## config.mk

```make
export PLATFORM = sky130hd
export DESIGN_NAME = cfg_loader
export DESIGN_NICKNAME = d
export VERILOG_FILES = /design/src/rtl/cfg_loader.sv
export SDC_FILE = /design/constraint.sdc
export NUM_CORES = 1
export LEC_CHECK = 0
export ABC_AREA = 1
export BUFFER_PORTS_ARGS = -buffer_cell sky130_fd_sc_hd__buf_2
export CORE_MARGIN = 8
export CORE_UTILIZATION = 52
export CTS_BUF_LIST = sky130_fd_sc_hd__clkbuf_16
export CTS_CLUSTER_DIAMETER = 100
export DETAILED_ROUTE_END_ITERATION = 10
export PLACE_DENSITY = 0.78
export RECOVER_POWER = 100
export SKIP_LAST_GASP = 1
export SLEW_MARGIN = 20
export SYNTH_ARGS = -nofsm -noshare
export SYNTH_HDL_FRONTEND = slang
export SYNTH_SLANG_ARGS = --single-unit
```

## constraint.sdc

```tcl
create_clock -name clk -period 1.6 [get_ports clk]
set_input_delay 0.32 -clock clk [delete_from_list [all_inputs] [get_ports clk]]
set_output_delay 0.32 -clock clk [all_outputs]
set_load 0.1 [all_outputs]
```

## src/rtl/cfg_loader.sv

```systemverilog
module cfg_loader #(
  parameter int BUS_BYTES    = 2,
  parameter int RST_CYCLES   = 2000000,
  parameter int DONE_TIMEOUT = 100000,
  parameter int TRAIL_CLKS   = 8
) (
  input  logic                   clk,
  input  logic                   rst_n,
  input  logic                   start,
  input  logic [8*BUS_BYTES-1:0] s_data,
  input  logic                   s_valid,
  input  logic                   s_last,
  output logic                   s_ready,
  output logic                   cfg_prog_n,
  output logic                   cfg_sel_n,
  output logic                   cfg_wr_n,
  output logic                   cfg_cclk,
  output logic [8*BUS_BYTES-1:0] cfg_d,
  input  logic                   cfg_init,
  input  logic                   cfg_done,
  output logic                   busy,
  output logic                   ok,
  output logic                   err
);
  localparam int DW       = 8 * BUS_BYTES;
  localparam bit WIDTH_OK = (BUS_BYTES == 2);
  localparam int CMAX     = (RST_CYCLES > DONE_TIMEOUT) ?
                            ((RST_CYCLES > 2*TRAIL_CLKS) ? RST_CYCLES : 2*TRAIL_CLKS) :
                            ((DONE_TIMEOUT > 2*TRAIL_CLKS) ? DONE_TIMEOUT : 2*TRAIL_CLKS);
  localparam int CW       = $clog2(CMAX + 1);

  typedef enum logic [3:0] {
    S_IDLE, S_SETUP, S_PULSE, S_WINIT, S_DLO, S_DHI, S_CHK, S_WDONE, S_TRAIL
  } state_t;

  state_t        st;
  logic [CW-1:0] cnt;
  logic [DW-1:0] d_q;
  logic          cclk_q, last_q, ok_q, err_q;
  logic [1:0]    init_sy, done_sy;

  wire init_s = init_sy[1];
  wire done_s = done_sy[1];

  assign cfg_prog_n = (st != S_PULSE);
  assign cfg_sel_n  = (st == S_IDLE);
  assign cfg_wr_n   = (st == S_IDLE);
  assign cfg_cclk   = cclk_q;
  assign cfg_d      = d_q;
  assign s_ready    = (st == S_DLO);
  assign busy       = (st != S_IDLE);
  assign ok         = ok_q;
  assign err        = err_q;

  always_ff @(posedge clk or negedge rst_n) begin
    if (!rst_n) begin
      init_sy <= '0;
      done_sy <= '0;
    end else begin
      init_sy <= {init_sy[0], cfg_init};
      done_sy <= {done_sy[0], cfg_done};
    end
  end

  always_ff @(posedge clk or negedge rst_n) begin
    if (!rst_n) begin
      st     <= S_IDLE;
      cnt    <= '0;
      d_q    <= '0;
      cclk_q <= 1'b0;
      last_q <= 1'b0;
      ok_q   <= 1'b0;
      err_q  <= 1'b0;
    end else begin
      case (st)
        S_IDLE: begin
          cclk_q <= 1'b0;
          if (start) begin
            ok_q  <= 1'b0;
            err_q <= !WIDTH_OK;
            if (WIDTH_OK) st <= S_SETUP;
          end
        end
        S_SETUP: begin
          cnt <= '0;
          st  <= S_PULSE;
        end
        S_PULSE: begin
          cnt <= cnt + 1'b1;
          if (cnt == CW'(RST_CYCLES - 1)) st <= S_WINIT;
        end
        S_WINIT: if (init_s) st <= S_DLO;
        S_DLO: begin
          cclk_q <= 1'b0;
          if (s_valid) begin
            d_q    <= s_data;
            last_q <= s_last;
            st     <= S_DHI;
          end
        end
        S_DHI: begin
          cclk_q <= 1'b1;
          st     <= last_q ? S_CHK : S_DLO;
        end
        S_CHK: begin
          cclk_q <= 1'b0;
          cnt    <= '0;
          if (!init_s) begin
            err_q <= 1'b1;
            st    <= S_IDLE;
          end else begin
            st <= S_WDONE;
          end
        end
        S_WDONE: begin
          if (done_s) begin
            cnt <= '0;
            st  <= S_TRAIL;
          end else if (cnt == CW'(DONE_TIMEOUT - 1)) begin
            err_q <= 1'b1;
            st    <= S_IDLE;
          end else begin
            cnt <= cnt + 1'b1;
          end
        end
        S_TRAIL: begin
          cclk_q <= ~cclk_q;
          cnt    <= cnt + 1'b1;
          if (cnt == CW'(2*TRAIL_CLKS - 1)) begin
            ok_q <= 1'b1;
            st   <= S_IDLE;
          end
        end
        default: st <= S_IDLE;
      endcase
    end
  end
endmodule

```

==> impl_metrics.yaml <==
yosys:
  synth.net_count: 447
  synth_area_leaders: "dfrtp_1 (40%), nand3_1 (12%), nand2_1 (12%)"
  synth.most_common_cell: "nand2_1"
  yosysUniqueCellTypes: 32
  synth_top_area_cell: "dfrtp_1"
  yosysTopAreaCellShare_pct: 39.6
  ys_seq_elements: 49
  ys.flop_type: "dfrtp_1"
  async_flop_share_pct: 100
  synth_edf_count: 0
  yosys-top-cells-count: "nand2_1 (98), nand3_1 (74), nor2_1 (57)"
  netlist_area_um2: 3090
  syn_avg_cell_area_um2: 7.31
  synth-seq-area-share_pct: 39.6
  yosys_warnings: 0
  syn_inst: 423
grt:
  grt_usage_pct: 21.7
  grt_pass1_vias: 3187
  antenna_found_initial: 0
  grt_pass1_wl_um: 15200
  grt_max_degree: 50
  grt_overflow: 0
floorplan:
  start_util_pct: 52.9
  die_w_um: 93.1
  fp-row-count: 28
  die_height_um: 93.1
  ios: 47
  die-area_um2: 8670
  core_um2: 5850
layout:
  layout-drive-gt1-share_pct: 36.5
  fin_area_um2: 4240
  antenna_cells: 0
  nNetsFinal: 544
  n_fill_cell: 422
  areaGrowthSynthToFinish_pct: 37.1
  finish.utilization_pct: 72.5
critical_path:
  reg2reg_from: "cnt[14]$_DFFE_PN0P_"
  r2r-end: "err$_DFFE_PN0P_"
  cp-start-kind: "register"
  rrSetupSlack_ns: -0.08
  rr_worst_depth: 9
  arrival_ns: 1.44
  crit_type: "reg2out"
  cp_data_required_time_ns: 1.28
  path_max_fanout: 4
  cp-end-kind: "output port"
sta:
  setup_viol: 27
  setup_ws_ns: -0.162
  drv_slew: 0
  rsz0062_at_grt: "true"
  finalSetupTns_ns: -1.61
  worst_pin_slew_ns: 1.24
  slew_headroom_pct: 17.3
  fmax_mhz: 568
  post-route-period-util_pct: 110
  hold_violations: 0
  fin_worst_skew_ns: 0.00988
  min_period_ns: 1.76
  whs_ns: 0.130
power_and_ir_drop:
  vdd_drop_max_v: 0.000557
  p_leak_uw: 0.00216
  power_density_nw_per_um2: 606
  total_power_uw: 2570
cts:
  insertion_delay_ns: 0.30
  h-tree-depth: 2
  clock-sinks: 49
  numCtsBuffers: 5
  hold_buffers: 0
  cts.path.max_buffers: 2
  clk_pin_slew_worst_paths_ns: 0.08
  cts_tree: "done"
  cts_root_buf: "clkbuf_16"
run_status:
  violations: "negative setup slack"
  outcome: "complete, but fails checks"
worst_hold_path:
  hold-path-endpoint: "done_sy[0]$_DFF_PN0_"
  hold_start: "cfg_done"
  min_path_cells: 1
  worstHoldPathType: "in2reg"
routing:
  firstDrtPassIters: 6
  wl_per_cell_um: 16.7
  drtIter0Drc: 448
  wl_um: 9950
  drc: 0
  postRouteAntennaNets: 0
  via_per_inst: 5.71
  num_vias: 3404
flow_run:
  cap_violations: 0
placed_design:
  io_buffers: 46
  gp_congestion: 0.937
  dpl.hpwl_um: 6610
  postPlaceCellArea_um2: 3710
cell families after synthesis:
group                    after synthesis  synth area share [%]
multiplexers                          17                  6.19
AO/OA/AOI/OAI                         30                  5.87
buffers and inverters                 64                  8.94
flip-flops                            49                  39.6
AND/OR/NAND/NOR                      259                  38.1
adder cells (fa/ha/maj)                1                 0.404
XOR/XNOR                               3                 0.850
registers in the layout, indices dropped and copies added (netlist names):
register,count
done_sy,2
st,4
init_sy,2
cnt,21
cfg_d,16
ok,1
last_q,1
cfg_cclk,1
err,1
placed cells by master (no fill, tap or decap), drive strengths merged:
cell / count
nand2: 102
buf: 95
nand3: 76
nor2: 62
inv: 52
dfrtp: 49
o21ai: 18
nand4: 17
mux2: 17
clkbuf: 12
a21oi: 6
xor2: 3
o22ai: 2
clkinvlp: 1
and2: 1
a21o: 1
nor3: 1
a31oi: 1
a21boi: 1
o221ai: 1
ha: 1
clkinv: 1
bufinv: 1
power by group:
group | switching [uW] | internal, uW
clock network | 510 | 742
registers | 4.94 | 1240
logic | 43.9 | 24.5
total | 558 | 2010
worst max-delay path by stage:
stage | startpoint | end | slack, ns | depth (start not counted)
floorplan | st[3]$_DFFE_PN0P_ | ok$_DFFE_PN0P_ | -0.73 | 6
CTS | st[2]$_DFFE_PN0P_ | busy | -0.15 | 5
global placement | cnt[0]$_DFFE_PN0P_ | st[2]$_DFFE_PN0P_ | -0.06 | 8
detailed placement | cnt[1]$_DFFE_PN0P_ | st[2]$_DFFE_PN0P_ | -0.08 | 8
finish | st[1]$_DFFE_PN0P_ | busy | -0.16 | 5
global route | cnt[18]$_DFFE_PN0P_ | cnt[4]$_DFFE_PN0P_ | -0.23 | 7
metrics by stage:
stage / setup WS (ns) / std cells
detailed placement: -0.0816 / 565
finish: -0.162 / 596
floorplan: -0.728 / 423
CTS: -0.146 / 585
global route: -0.234 / 596
global placement: -0.0593 / 565
area by class of cell:
class,count,area [um^2],area share (%)
multi-input cells,310,1760,41.5
flip-flops and latches,49,1240,29.3
repair buffers,102,773,18.2
inverters,52,201,4.75
clock buffers,5,125,2.95
well taps,75,93.8,2.21
clock inverters,3,43.8,1.03
worst max-delay path, cell delays in order (launching register included):
cell and delay, ns:
dfrtp_2 0.44, nor2_4 0.16, inv_4 0.07, nor2_4 0.15
clkinvlp_4 0.13, buf_8 0.18
metal layers:
metal  global-route usage (%)  up-vias  part of all wire, %
li1                         -     1581                    -
met1                     27.5     1604                   42
met2                     35.4      184                   47
met3                     4.65       35                  8.2
met4                     8.32        0                  3.3
met5                        0        -                    0
what timing repair did:
action                                  CTS  global route
gates resized for setup                  14            50
pin swaps                                 5            15
endpoints found under the setup margin   16            47
setup buffers                            12            11
Note: power is estimated with default switching activity, not from simulation.
